`src/rtl/pwm_shadow_pkg.sv`:
```
package pwm_shadow_pkg;
  // Strobes from the control section to the channel datapath
  typedef struct packed {
    logic wrap;    // counter returns to zero on this clock
    logic syncOn;  // buffered-update mode enabled
    logic riseWr;  // write to the selected channel's rise edge
    logic fallWr;  // write to the selected channel's fall edge
  } pwm_strobe_t;
endpackage

```
`src/rtl/pwm_shadow_ctrl.sv`:
```
module pwm_shadow_ctrl
  import pwm_shadow_pkg::*;
#(
  parameter int NUM_CH = 16,
  parameter int CNT_W  = 8,
  parameter int PRE_W  = 8,
  parameter int ADDR_W = 6,
  parameter int DATA_W = 16,
  localparam int CH_W  = (NUM_CH > 1) ? $clog2(NUM_CH) : 1
) (
  input  logic              clk,
  input  logic              rst,
  input  logic              wrEn,
  input  logic [ADDR_W-1:0] wrAddr,
  input  logic [DATA_W-1:0] wrData,
  output pwm_strobe_t       strb,
  output logic [CH_W-1:0]   chanSel,
  output logic [CNT_W-1:0]  edgeVal,
  output logic [CNT_W-1:0]  cnt,
  output logic [NUM_CH-1:0] invMask
);
  localparam int ADDR_PRE   = 0;
  localparam int ADDR_PER   = 1;
  localparam int ADDR_SYNC  = 2;
  localparam int ADDR_INV   = 3;
  localparam int ADDR_EDGE0 = 4;
  localparam int ADDR_END   = ADDR_EDGE0 + 2 * NUM_CH;

  logic [PRE_W-1:0] preLimit;
  logic [PRE_W-1:0] preCnt;
  logic [CNT_W-1:0] perLimit;
  logic             syncOn;
  logic             tick;
  logic             wrap;
  logic             edgeHit;
  int               addrInt;

  assign addrInt = int'(wrAddr);
  assign edgeHit = wrEn && (addrInt >= ADDR_EDGE0) && (addrInt < ADDR_END);
  assign chanSel = CH_W'((addrInt - ADDR_EDGE0) >> 1);
  assign edgeVal = wrData[CNT_W-1:0];

  assign tick = (preCnt >= preLimit);
  assign wrap = tick && (cnt >= perLimit);

  assign strb.wrap   = wrap;
  assign strb.syncOn = syncOn;
  assign strb.riseWr = edgeHit && !wrAddr[0];
  assign strb.fallWr = edgeHit &&  wrAddr[0];

  // Time base: prescaler and period counter
  always_ff @(posedge clk) begin
    if (rst) begin
      preCnt <= '0;
      cnt    <= '0;
    end else begin
      preCnt <= tick ? '0 : preCnt + 1'b1;
      if (tick) cnt <= wrap ? '0 : cnt + 1'b1;
    end
  end

  // Shared configuration registers
  always_ff @(posedge clk) begin
    if (rst) begin
      preLimit <= '0;
      perLimit <= '0;
      syncOn   <= 1'b0;
      invMask  <= '0;
    end else if (wrEn) begin
      case (addrInt)
        ADDR_PRE:  preLimit <= wrData[PRE_W-1:0];
        ADDR_PER:  perLimit <= wrData[CNT_W-1:0];
        ADDR_SYNC: syncOn   <= wrData[0];
        ADDR_INV:  invMask  <= wrData[NUM_CH-1:0];
        default: ;
      endcase
    end
  end
endmodule

```
`src/rtl/pwm_shadow_chan.sv`:
```
module pwm_shadow_chan
  import pwm_shadow_pkg::*;
#(
  parameter int          NUM_CH      = 16,
  parameter int          CNT_W       = 8,
  parameter logic [15:0] SHADOW_MASK = 16'h0F0F,
  localparam int         CH_W        = (NUM_CH > 1) ? $clog2(NUM_CH) : 1
) (
  input  logic                          clk,
  input  logic                          rst,
  input  pwm_strobe_t                   strb,
  input  logic [CH_W-1:0]               chanSel,
  input  logic [CNT_W-1:0]              edgeVal,
  input  logic [CNT_W-1:0]              cnt,
  input  logic [NUM_CH-1:0]             invMask,
  output logic [NUM_CH-1:0][CNT_W-1:0]  riseAct,
  output logic [NUM_CH-1:0][CNT_W-1:0]  fallAct,
  output logic [NUM_CH-1:0]             pwmOut
);
  for (genvar ch = 0; ch < NUM_CH; ch++) begin : g_ch
    logic riseHit;
    logic fallHit;
    logic inWindow;

    assign riseHit  = strb.riseWr && (int'(chanSel) == ch);
    assign fallHit  = strb.fallWr && (int'(chanSel) == ch);
    assign inWindow = (cnt >= riseAct[ch]) && (cnt < fallAct[ch]);
    assign pwmOut[ch] = inWindow ^ invMask[ch];

    if (SHADOW_MASK[ch]) begin : g_buf
      logic [CNT_W-1:0] riseBuf;
      logic [CNT_W-1:0] fallBuf;

      always_ff @(posedge clk) begin
        if (rst) begin
          riseBuf     <= '0;
          fallBuf     <= '0;
          riseAct[ch] <= '0;
          fallAct[ch] <= '0;
        end else begin
          // commit takes the buffer as it stood before this clock
          if (strb.wrap) begin
            riseAct[ch] <= riseBuf;
            fallAct[ch] <= fallBuf;
          end
          if (riseHit) begin
            riseBuf <= edgeVal;
            if (!strb.syncOn) riseAct[ch] <= edgeVal;
          end
          if (fallHit) begin
            fallBuf <= edgeVal;
            if (!strb.syncOn) fallAct[ch] <= edgeVal;
          end
        end
      end
    end else begin : g_direct
      always_ff @(posedge clk) begin
        if (rst) begin
          riseAct[ch] <= '0;
          fallAct[ch] <= '0;
        end else begin
          if (riseHit) riseAct[ch] <= edgeVal;
          if (fallHit) fallAct[ch] <= edgeVal;
        end
      end
    end
  end
endmodule

```
`src/rtl/pwm_shadow_top.sv`:
```
module pwm_shadow_top
  import pwm_shadow_pkg::*;
#(
  parameter int          NUM_CH      = 16,
  parameter int          CNT_W       = 8,
  parameter int          PRE_W       = 8,
  parameter int          DATA_W      = 16,
  parameter logic [15:0] SHADOW_MASK = 16'h0F0F,
  localparam int         ADDR_W      = $clog2(4 + 2 * NUM_CH),
  localparam int         CH_W        = (NUM_CH > 1) ? $clog2(NUM_CH) : 1
) (
  input  logic              clk,
  input  logic              rst,
  input  logic              wrEn,
  input  logic [ADDR_W-1:0] wrAddr,
  input  logic [DATA_W-1:0] wrData,
  output logic [NUM_CH-1:0] pwmOut
);
  pwm_strobe_t                  strb;
  logic [CH_W-1:0]              chanSel;
  logic [CNT_W-1:0]             edgeVal;
  logic [CNT_W-1:0]             cnt;
  logic [NUM_CH-1:0]            invMask;
  logic [NUM_CH-1:0][CNT_W-1:0] riseAct;
  logic [NUM_CH-1:0][CNT_W-1:0] fallAct;

  pwm_shadow_ctrl #(
    .NUM_CH(NUM_CH), .CNT_W(CNT_W), .PRE_W(PRE_W),
    .ADDR_W(ADDR_W), .DATA_W(DATA_W)
  ) ctrl_i (
    .clk(clk), .rst(rst), .wrEn(wrEn), .wrAddr(wrAddr), .wrData(wrData),
    .strb(strb), .chanSel(chanSel), .edgeVal(edgeVal), .cnt(cnt),
    .invMask(invMask)
  );

  pwm_shadow_chan #(
    .NUM_CH(NUM_CH), .CNT_W(CNT_W), .SHADOW_MASK(SHADOW_MASK)
  ) chan_i (
    .clk(clk), .rst(rst), .strb(strb), .chanSel(chanSel),
    .edgeVal(edgeVal), .cnt(cnt), .invMask(invMask),
    .riseAct(riseAct), .fallAct(fallAct), .pwmOut(pwmOut)
  );
endmodule

```
`config.mk`:
```
export PLATFORM = sky130hd
export DESIGN_NAME = pwm_shadow_top
export DESIGN_NICKNAME = d
export VERILOG_FILES = /design/src/rtl/pwm_shadow_pkg.sv /design/src/rtl/pwm_shadow_ctrl.sv /design/src/rtl/pwm_shadow_chan.sv /design/src/rtl/pwm_shadow_top.sv
export SDC_FILE = /design/constraint.sdc
export NUM_CORES = 1
export LEC_CHECK = 0
export BUFFER_PORTS_ARGS = -buffer_cell sky130_fd_sc_hd__buf_2
export CELL_PAD_IN_SITES_DETAIL_PLACEMENT = 1
export CELL_PAD_IN_SITES_GLOBAL_PLACEMENT = 1
export CORE_AREA = 2 2 215 238
export DETAILED_ROUTE_END_ITERATION = 6
export DIE_AREA = 0 0 217 240
export GPL_TIMING_DRIVEN = 0
export PLACE_DENSITY = 0.86
export SKIP_CTS_REPAIR_TIMING = 1
export SLEW_MARGIN = 20
export SYNTH_ARGS = -nofsm -noshare
export SYNTH_HDL_FRONTEND = slang
export SYNTH_SLANG_ARGS = --single-unit
```
`constraint.sdc`:
```
create_clock -name clk -period 3.8 [get_ports clk]
set_input_delay 0.38 -clock clk [delete_from_list [all_inputs] [get_ports clk]]
set_output_delay 0.38 -clock clk [all_outputs]
set_load 0.01 [all_outputs]
```
==> results of run 1 <==
## area by class of cell
class | count | area share, %
Multi-Input combinational cell | 1934 | 51.3
Inverter | 244 | 3.43
Antenna cell | 6 | 0.0561
Clock buffer | 74 | 5.31
Tap cell | 660 | 3.08
Timing Repair Buffer | 42 | 1.01
Sequential cell | 433 | 32.5
Clock inverter | 7 | 0.234
Buffer | 197 | 3.11
## power by group through the flow
| stage | registers [W] | logic, W | clock network, W |
|---|---|---|---|
| after global routing | 0.00461 | 0.000940 | 0.00477 |
| after detailed placement | 0.00471 | 0.000857 | 0 |
| final | 0.00461 | 0.000905 | 0.00460 |
| after CTS | 0.00461 | 0.000868 | 0.00458 |
| after global placement | 0.00471 | 0.000824 | 0 |
| after floorplan | 0.00470 | 0.000511 | 0 |
## worst paths after layout
check | from | to | slack, ns | cells after the start
max | ctrl_i.cnt[0] | chan_i.riseAct[87] | 0.11 | 11
min | wrData[12] | ctrl_i.invMask[12] | 0.02 | 3
max reg2reg | ctrl_i.cnt[0] | chan_i.riseAct[87] | 0.11 | 11
min reg2reg | chan_i.riseAct[60] | chan_i.riseAct[60] | 0.46 | 2
## metrics by stage
step / worst slack (ns) / util [%] / setup TNS [ns]
finish: 0.105 / 53.9 / 0
floorplan: 0.881 / - / 0
global placement: -2.03 / 50.5 / -270.20
CTS: -1.30 / 53.8 / -159.74
detailed placement: -1.25 / 50.8 / -145.11
global route: 0.0333 / 53.9 / 0
## placed cells by master (no fill, tap or decap), types with 29 or more instances in the layout
master	count
nand2b_1	42
inv_1	243
a31oi_1	59
nand3_1	138
clkbuf_16	50
buf_2	84
nand2_1	221
dfxtp_1	426
o2111ai_1	29
clkbuf_1	140
a21oi_1	218
a21o_1	68
o21ai_0	128
nor3_1	41
o21a_1	29
a211oi_1	34
mux2i_1	177
or4_1	33
o311a_1	72
ha_1	261
nor2_1	235
## flip-flops by register name (all words and copies together), names as in the netlist
name / flops
ctrl_i.preLimit: 8
ctrl_i.cnt: 8
chan_i.g_ch.g_buf.fallBuf: 64
chan_i.fallAct: 128
ctrl_i.invMask: 16
chan_i.riseAct: 128
ctrl_i.preCnt: 8
ctrl_i.syncOn: 1
ctrl_i.perLimit: 8
chan_i.g_ch.g_buf.riseBuf: 64
## kinds of logic after synthesis
| logic type | Yosys count | synth area share [%] |
|---|---|---|
| compound gates | 708 | 19.9 |
| simple gates | 765 | 15.2 |
| fa+ha+maj | 261 | 13.6 |
| flops | 433 | 36.0 |
| mux | 177 | 7.35 |
| xor+xnor | 23 | 0.836 |
| buf+inv | 441 | 7.17 |
## critical path: cells and delay by family (launching register included)
| kind | cells | cell delay, ns |
|---|---|---|
| compound gates | 4 | 1.21 |
| fa+ha+maj | 1 | 0.33 |
| buf+inv | 5 | 1.54 |
| flops | 1 | 0.36 |
| simple gates | 1 | 0.15 |
## routing by layer
layer | up-vias | global-route usage (%) | routed length, um
met1 | 11191 | 41.7 | 36800
met3 | 361 | 7.50 | 7180
met5 | - | 0 | 0
met4 | 0 | 25.3 | 7330
li1 | 10154 | - | -
met2 | 999 | 59.5 | 43900
==> flow_summary.ini, run 1 <==
[clock_tree]
cts_tree = done
cts-root-buf = clkbuf_16
cts_buffers = 47
clk_path_buf_depth = 3
clock_sinks = 433
clk_pin_slew_ns = 0.06
clk_latency_ns = 0.61
htreeDepth = 2

[synthesis]
synthTopCellsByArea = dfxtp_1 36%, ha_1 14%, mux2i_1 7.4%
synth-edff-count = 0
synth_nets = 3094
synth_top_area_share_pct = 36.0
yosysMostFrequentCell = dfxtp_1
synth-seq-cells = 433
yosysTopAreaCell = dfxtp_1
synthCells = 2808
async_flop_share_pct = 0
syn_area_um2 = 24100
avgSynthCellArea_um2 = 8.58
synthTopCellsByCount = 433 x dfxtp_1, 261 x ha_1, 244 x inv_1
yosys_warnings = 0
synth_cell_type_count = 61
synthFlopType = dfxtp_1
ys_seq_area_share_pct = 36.0

[timing]
worst_pin_slew_ns = 1.34
hold_viol_final = 0
maxSlewHeadroom_pct = 10.2
rsz0062_at_grt = no
fin_crit_sh_pct = 97.2
finClkSkew_ns = 0.0113
setup-violations-final = 0
hold_ws_ns = 0.0184
slew_violations = 0
max_freq_mhz = 271
period_minus_slack_ns = 3.69

[global_routing]
track_usage_pct = 36.0
grt_pass1_wl_um = 142000
antenna_found_initial = 5
grt_max_degree = 38
grt_pass1_vias = 23752
overflow = 0

[setup_path]
cp-start-kind = register
end_kind = register
crit_chain = buf_6, buf_6, inv_4, ha_1, nand2b_1, a2111o_1, a31oi_4, buf_2, buf_2, o21ai_0, a31oi_1
crit_fanout = 18
worstPathRequired_ns = 4.31
critPathKind = register to register
critical-path-max-stage-delay_ns = 0.46
arrival_ns = 4.21
cp_slowest_cell = a2111o_1

[job]
maxCapViolCount = 0

[placement]
dpl_cell_area_um2 = 25200
placed_cells = 3510
place_hpwl_um = 66700
port_buffers = 38
place_congestion = 0.985

[power_and_ir_drop]
pwr-share-clk_pct = 45.5
power_leakage_nw = 10.4
seqPwrFrac_pct = 45.6
p_sw_share_pct = 26.4
vdd.ir_drop.worst_v = 0.000394
combPwrFrac_pct = 8.9
cellPowerDensity_nw_per_um2 = 378
p_total_w = 0.0101
power_switching_w = 0.00268
p_int_w = 0.00744

[cells_and_area]
multi_input_area_um2 = 13700
seqCellArea_um2 = 8690
final_cells = 3597
drive_above_1_share_pct = 7.30
fin_nets = 3185
fillers = 5928
design_area_um2 = 26800
syn2layout_area_growth_pct = 11.1

[route]
drt_wl_total_um = 95100
ant_nets = 0
vias = 22705
drc = 0
first_pass_iters = 6
wl_per_cell_um = 26.4
viasPerCell = 6.31
drt-initial-drc-count = 1856

[hold_path]
hp-class = primary input to register

[outcome]
status = finished, final reports clean

[die]
fp.dieW_um = 217
die_y_um = 240
initial_core_util_pct = 48.5
die_area_um2 = 52100
ios = 41
core-area_um2 = 49700
rows = 86
Power figures use the tool's default switching activity.
==> run 2, diff against run 1 <==
--- a/config.mk
+++ b/config.mk
@@ -6,13 +6,11 @@
 export NUM_CORES = 1
 export LEC_CHECK = 0
 export BUFFER_PORTS_ARGS = -buffer_cell sky130_fd_sc_hd__buf_2
-export CELL_PAD_IN_SITES_DETAIL_PLACEMENT = 1
-export CELL_PAD_IN_SITES_GLOBAL_PLACEMENT = 1
-export CORE_AREA = 2 2 215 238
+export CORE_AREA = 2 2 195 216
 export DETAILED_ROUTE_END_ITERATION = 6
-export DIE_AREA = 0 0 217 240
+export DIE_AREA = 0 0 197 218
 export GPL_TIMING_DRIVEN = 0
-export PLACE_DENSITY = 0.86
+export PLACE_DENSITY = 0.82
 export SKIP_CTS_REPAIR_TIMING = 1
 export SLEW_MARGIN = 20
 export SYNTH_ARGS = -nofsm -noshare
==> constraint.sdc (replaced) <==
create_clock -name clk -period 3.8 [get_ports clk]
set_input_delay 0.57 -clock clk [delete_from_list [all_inputs] [get_ports clk]]
set_output_delay 0.57 -clock clk [all_outputs]
set_load 0.01 [all_outputs]
==> run 2 against run 1 <==
The run now ends with setup timing left. Combinational power is 2.4% lower. Design area is 0.60% lower. Via count is 0.60% lower. Maximum frequency is 4.2% lower. Global-route usage is 2.1 points higher. Sequential share of layout area is 0.20 points higher. Die area is 18% lower. Non-clock buffer count stayed put. First-iteration DRC count is 57% higher. Register-to-register slack better by 0.04 ns. Utilization is 11 points higher. Power is 1.0% lower.
==> flow_summary.ini, run 2 (synthesis gave the netlist of run 1 again) <==
[setup_path]
critPathKind = register to primary output
crit_fanout = 18
cp-start-kind = register
critical-path-max-stage-delay_ns = 0.42
worstPathRequired_ns = 3.23
rr_worst_depth = 11
reg2reg_from = ctrl_i.cnt[0]
regToRegEndpoint = chan_i.riseAct[16]
cp_slowest_cell = xor2_1
crit_chain = buf_6, buf_8, inv_6, ha_1, nand2b_1, a211oi_1, o21a_1, a311oi_2, xor2_1, buf_2
r2r_slack_ns = 0.15
end_kind = primary output
arrival_ns = 3.29

[hold_path]
hold_depth = 3
timing.hold.worst_endpoint = ctrl_i.invMask[10]
min_from = wrData[10]
hp-class = primary input to register

[power_and_ir_drop]
power_leakage_nw = 10.4
cellPowerDensity_nw_per_um2 = 376
seqPwrFrac_pct = 46.0
power_switching_w = 0.00263
pwr-share-clk_pct = 45.2
vdd.ir_drop.worst_v = 0.000313
p_int_w = 0.00739
combPwrFrac_pct = 8.8
p_sw_share_pct = 26.2

[cells_and_area]
fin_nets = 3184
drive_above_1_share_pct = 7.71
reg_top3 = chan_i.fallAct x128, chan_i.riseAct x128
layout_commonest_cell = dfxtp_1
final_cell_mix = 426 x dfxtp_1, 261 x ha_1, 243 x inv_1
syn2layout_area_growth_pct = 10.5

[die]
die_area_um2 = 42900
ios = 41
die_y_um = 218
core-area_um2 = 40800
initial_core_util_pct = 59.1
fp.dieW_um = 197
rows = 78

[placement]
post-place-ws_ns = -1.76
place_congestion = 1.08
port_buffers = 38
place_hpwl_um = 57300

[global_routing]
grt_pass1_vias = 21729
track_usage_pct = 38.1
overflow = 0
antenna_found_initial = 3
grt_max_degree = 38
grt_pass1_wl_um = 125000

[clock_tree]
clk_latency_ns = 0.59
htreeDepth = 2
cts-root-buf = clkbuf_16
cts_tree = done
clk_pin_slew_ns = 0.06
clk_path_buf_depth = 3
cts_buffers = 46
clock_sinks = 433

[timing]
worst_pin_slew_ns = 1.31
fin_ws_ns = -0.0570
slew_violations = 0
finClkSkew_ns = 0.0295
max_freq_mhz = 259
maxSlewHeadroom_pct = 13.0
hold_viol_final = 0
period_minus_slack_ns = 3.86
fin_crit_sh_pct = 102
setup-violations-final = 1
tns_ns = -0.0570
hold_ws_ns = 0.217
rsz0062_at_grt = no

[route]
wl_per_cell_um = 24.3
drc = 0
ant_nets = 0
drt_wl_total_um = 83900
first_pass_iters = 7
vias = 22569
viasPerCell = 6.54
drt-initial-drc-count = 2907

[outcome]
violations = setup timing
status = finished with violations

[job]
maxCapViolCount = 0
## run 2: worst max-delay path by stage
stage | startpoint | end | slack (ns) | cells after the start
2_1_floorplan | ctrl_i.cnt[0] | chan_i.fallAct[12] | 0.88 | 11
3_3_place_gp | ctrl_i.cnt[0] | chan_i.fallAct[19] | -2.21 | 11
3_5_place_dp | ctrl_i.cnt[0] | chan_i.fallAct[17] | -1.76 | 11
4_1_cts | ctrl_i.cnt[0] | pwmOut[9] | -1.84 | 10
5_1_grt | ctrl_i.cnt[0] | pwmOut[12] | 0.006 | 10
6_report | ctrl_i.cnt[0] | pwmOut[0] | -0.06 | 10
## run 2: final cells by class
cell class	instances	area, um^2
plain buffers	197	836
flip-flops and latches	433	8690
clock buffers	65	1360
well taps	520	651
fillers	3341	14200
inverters	244	921
multi-input cells	1934	13800
clock inverters	16	125
diodes	1	2.50
repair buffers	42	270
## run 2: through the flow
stage | power (W) | std cells | utilization [%] | cell area [um^2]
after detailed placement | 0.00554 | 3367 | 61.3 | 25000
after floorplan | 0.00521 | 2808 | - | 24100
after CTS | 0.00993 | 3448 | 64.9 | 26500
final | 0.0100 | 3452 | 65.3 | 26600
after global placement | 0.00552 | 3366 | 61.1 | 24900
after global routing | 0.0102 | 3451 | 65.3 | 26600
## run 2: power groups by stage
stage	Combinational [W]	Clock, W	Sequential [W]
after floorplan	0.000511	0	0.00470
after global placement	0.000813	0	0.00471
after detailed placement	0.000833	0	0.00471
after CTS	0.000839	0.00449	0.00461
after global routing	0.000917	0.00467	0.00461
final	0.000883	0.00453	0.00461
## run 2: worst max-delay path: cells and delay by family (launching register included)
kind	cells	cell delay [ns]
fa+ha+maj	1	0.31
flops	1	0.35
xor+xnor	1	0.42
simple gates	1	0.14
buf+inv	4	0.85
compound gates	3	0.59
## run 2: routing by layer
layer / vias up / track usage (%) / share of wire [%]
met5: - / 0 / 0.012
met4: 2 / 25.1 / 7.9
met3: 380 / 8.83 / 11
met2: 1330 / 60.4 / 44
met1: 10711 / 46.5 / 37
li1: 10146 / - / -
